==> config.mk <==
export PLATFORM = sky130hd
export DESIGN_NAME = ifg_timer
export DESIGN_NICKNAME = d
export VERILOG_FILES = /design/src/rtl/ifg_timer.sv
export SDC_FILE = /design/constraint.sdc
export NUM_CORES = 1
export LEC_CHECK = 0
export ABC_AREA = 0
export BUFFER_PORTS_ARGS = -buffer_cell sky130_fd_sc_hd__buf_4
export CAP_MARGIN = 30
export CORE_MARGIN = 1.5
export CORE_UTILIZATION = 58
export DETAILED_ROUTE_END_ITERATION = 10
export PLACE_DENSITY_LB_ADDON = 0.15
export SYNTH_ARGS = -nofsm -noshare
export SYNTH_HDL_FRONTEND = slang
export SYNTH_SLANG_ARGS = --single-unit
==> constraint.sdc <==
create_clock -name clk -period 4.1 [get_ports clk]
set_clock_uncertainty 0.2 [all_clocks]
set_input_delay 0.615 -clock clk [delete_from_list [all_inputs] [get_ports clk]]
set_output_delay 0.615 -clock clk [all_outputs]
set_load 0.05 [all_outputs]
==> src/rtl/ifg_timer.sv <==
module ifg_timer #(
  parameter int GAP_W = 8,
  parameter logic [GAP_W-1:0] RST_GAP = 8'h60,
  parameter int DROP_LSB = 2
) (
  input  logic             clk,
  input  logic             rst_n,
  input  logic             gap_we,
  input  logic [GAP_W-1:0] gap_din,
  input  logic             full_duplex,
  input  logic             carrier_sense,
  input  logic             tx_enable,
  input  logic             bit_tick,
  input  logic             tx_request,
  output logic             tx_permit,
  output logic             tx_grant
);
  localparam int CNT_W = GAP_W + 1;
  localparam logic [GAP_W-1:0] KEEP_MASK = {GAP_W{1'b1}} << DROP_LSB;

  logic [GAP_W-1:0] gap_q, cnt;
  logic             cs_q, te_q, done;
  logic [GAP_W-1:0] eff_gap;
  logic [CNT_W-1:0] cnt_nxt;
  logic             act, eof, reach;

  assign eff_gap = gap_q & KEEP_MASK;
  assign act     = full_duplex ? tx_enable : carrier_sense;
  assign eof     = full_duplex ? (te_q & ~tx_enable) : (cs_q & ~carrier_sense);
  assign cnt_nxt = {1'b0, cnt} + CNT_W'(1);
  assign reach   = cnt_nxt >= {1'b0, eff_gap};

  always_ff @(posedge clk or negedge rst_n)
    if (!rst_n) gap_q <= RST_GAP;
    else if (gap_we) gap_q <= gap_din;

  always_ff @(posedge clk or negedge rst_n)
    if (!rst_n) begin
      cs_q <= 1'b0;
      te_q <= 1'b0;
    end else begin
      cs_q <= carrier_sense;
      te_q <= tx_enable;
    end

  always_ff @(posedge clk or negedge rst_n)
    if (!rst_n) begin
      cnt  <= '0;
      done <= 1'b1;
    end else if (eof) begin
      cnt  <= '0;
      done <= 1'b0;
    end else if (!done && bit_tick) begin
      if (reach) done <= 1'b1;
      else       cnt  <= cnt_nxt[GAP_W-1:0];
    end

  assign tx_permit = done & ~act & ~eof;
  assign tx_grant  = tx_request & tx_permit;


  eof_half_chk: assert property (@(posedge clk) disable iff (!rst_n)
    (!full_duplex && cs_q && !carrier_sense) |=> !done);


  eof_full_chk: assert property (@(posedge clk) disable iff (!rst_n)
    (full_duplex && te_q && !tx_enable) |=> !done);


  tick_done_chk: assert property (@(posedge clk) disable iff (!rst_n)
    $rose(done) |-> $past(bit_tick));


  cnt_step_chk: assert property (@(posedge clk) disable iff (!rst_n)
    !$stable(cnt) |-> ($past(bit_tick) || $past(eof)));
endmodule

==> impl_metrics.toml <==
[outcome]
status = "finished, final reports clean"

[setup_path]
endpoint_kind = "register"
worstSetupPathType = "register to register"
regToRegStartpoint = "cnt[0]$_DFFE_PN0P_"
worstSetupStartpoint = "cnt[0]$_DFFE_PN0P_"
required_ps = 4080
setup.worst_path.start_class = "register"
worstPathMaxFanout = 14
crit_arrival_ps = 3080

[sta]
fin_crit_ps = 3100
timing.hold.ws_ps = 242
min_period_over_period_pct = 75.6
drv_slew = 0
maxSlewHeadroom_pct = 40.8
max_freq_ghz = 0.323
setup_tns_ps = 0
rsz0062_at_grt = "false"
finalHoldViolCount = 0
worst_slack_ps = 1000
tightest_slew_ps = 887
finalSetupViolCount = 0

[detailed_routing]
dr.first_iter.drc_count = 12
antenna_left = 0
via_count = 832
drc_errors = 0
firstDrtPassIters = 4
finalWirelength_um = 1950
wl_per_cell_um = 14.0
drt-vias-per-instance = 5.99

[logic_synthesis]
synth_seq_cells = 17
postSynthAreaPerCell_um2 = 9.82
seq_area_frac_synth_pct = 41.6
synth_cell_type_count = 34
synth_nets = 128
synth_cells = 105
synth-warning-count = 0
syn-cell-area_mm2 = 0.00103

[layout]
nFillCells = 130
areaGrowthSynthToFinish_pct = 15.4
nNetsFinal = 146
layout-drive-gt1-share_pct = 24.6
antenna_cells = 0
stdcell_area_mm2 = 0.00119
utilization_pct = 70.4

[floorplan]
floorplan.die.width_um = 45.2
fp.dieH_um = 45.2
io_pins = 18
core-area_mm2 = 0.00169
start_util_pct = 61.0
dieArea_mm2 = 0.00204
std_cell_rows = 15

[run]
drv_cap = 0

[global_route]
grt_pass1_wl_um = 3040
antenna_found_initial = 0
grt_util_all_layers_pct = 20.4
grt_max_degree = 18
gr-total-overflow = 0
grt_pass1_vias = 689

[placement]
portBuffers = 15
dp_hpwl_um = 1510
placedInstanceArea_mm2 = 0.00115
place.gp.congestion = 0.834
place_ws_ps = 1000

[clocking]
cts_num_sinks = 17
cts_tree = "done"
cts-buffers-inserted = 3
cts_max_level = 1
cts_resized = 0
cts.reportedPaths.clkPinSlew_ps = 100
root_buffer = "clkbuf_4"
clock_latency_ps = 290
clock_path_buffers = 2

[power]
leakage_nw = 0.556
power_density_mw_per_mm2 = 318
ir_drop_v = 0.000218

[min_path]
hold_class = "input pin to register"
hold_start = "carrier_sense"
-- cell usage after synthesis --
cell      instances  area [µm²]
nand3_2           1        10.0
and2_2            1        7.51
o21ai_0           7        35.0
nand2_2           1        6.26
nand3b_1          1        7.51
a31o_2            1        8.76
and4_4            1        11.3
o31ai_1           5        37.5
or4_1             5        37.5
nand3_1           3        15.0
xor2_1            1        8.76
or3_1             1        6.26
mux2i_1           2        20.0
nand2b_1          1        6.26
ha_1              7        87.6
a21o_1            2        15.0
nor2_1            2        7.51
and4_2            1        10.0
o221a_2           1        11.3
a21oi_1           8        40.0
clkbuf_1          3        11.3
o21a_1            1        7.51
o21ai_1           1        5.00
xnor2_1           5        43.8
inv_1             5        18.8
a311oi_4          1        26.3
dfrtp_1          14         350
nand2_1          13        48.8
nor2b_1           1        6.26
dfstp_2           3        78.8
mux2_2            1        11.3
and2_1            2        12.5
and3_1            2        12.5
a41oi_1           1        8.76
-- cell families after synthesis --
family,after synthesis,share of synthesized area (%)
flip-flops,17,41.6
AND/OR/NAND/NOR,36,19.9
adder cells (fa/ha/maj),7,8.49
XOR/XNOR,6,5.10
buffers and inverters,8,2.91
multiplexers,3,3.03
AO/OA/AOI/OAI,28,18.9
-- layout by cell type (no fill, tap or decap), drive strengths merged, types with 2 or more instances in the layout --
master / synthesis / layout
a21o: 2 / 2
a21oi: 8 / 8
and2: 3 / 3
and3: 2 / 2
and4: 2 / 2
buf: 0 / 15
clkbuf: 3 / 4
dfrtp: 14 / 14
dfstp: 3 / 3
ha: 7 / 7
inv: 5 / 5
mux2i: 2 / 2
nand2: 14 / 14
nand3: 4 / 4
nor2: 2 / 2
o21ai: 8 / 8
o31ai: 5 / 5
or4: 5 / 5
xnor2: 5 / 5
-- what timing repair did --
| item | in CTS | in global routing |
|---|---|---|
| setup buffers | 0 | 0 |
| hold endpoints to repair | 14 | 0 |
| hold buffers | 1 | 0 |
-- sequential cells by signal, indices dropped and copies added (netlist names) --
register,cells
cnt,8
cs_q,1
done,1
gap_q,6
te_q,1
-- path summary, 6_finish.rpt --
check                                        to  slack (ps)  cells past startpoint
setup / recovery             cnt[3]$_DFFE_PN0P_        1000                      9
hold / removal                   cs_q$_DFF_PN0_         240                      1
setup reg to reg             cnt[3]$_DFFE_PN0P_        1000                      9
hold reg to reg            gap_q[6]$_DFFE_PN1P_         310                      2
max in group asynchronous  gap_q[6]$_DFFE_PN1P_        2920                      2
min in group asynchronous  gap_q[2]$_DFFE_PN0P_         520                      2
-- power by group --
part / total (W) / leakage, nW / switching (W) / internal [W]
combinational: 0.0000888 / 0.329 / 0.0000479 / 0.0000409
sequential: 0.000201 / 0.212 / 0.0000137 / 0.000187
clock: 0.0000888 / 0.0150 / 0.0000510 / 0.0000378
total: 0.000378 / 0.556 / 0.000113 / 0.000266
-- critical path: stages (launching register included) --
cell and delay, ps:
dfrtp_1 390, ha_1 250, and2_1 260, nand3_1 170
xnor2_1 170, ha_1 290, nand3_1 90, a21oi_1 700
nor2_1 180, a31o_2 280
-- stage by stage --
stage / instances / power, W
final: 139 / 0.000378
after floorplan: 105 / 0.000260
after global placement: 134 / 0.000285
after CTS: 139 / 0.000383
after detailed placement: 134 / 0.000293
after global routing: 139 / 0.000404
-- per-layer routing --
layer  wire (µm)  share of wire, %  vias to the layer above  GRT usage [%]
met3          58               3.0                        6           2.40
met4          21               1.1                        0           7.06
met2         924                47                       20           31.7
li1            -                 -                      415              -
met1         946                49                      391           29.4
met5           0                 0                        -              0
-- final cells by class --
type                    count  area (µm²)  area share [%]
multi-input cells          80         572            48.1
flip-flops and latches     17         429            36.1
inverters                   5        18.8            1.58
clock buffers               4        26.3            2.21
well taps                  17        21.3            1.79
repair buffers             16         123            10.3
Power figures use the tool's default switching activity.
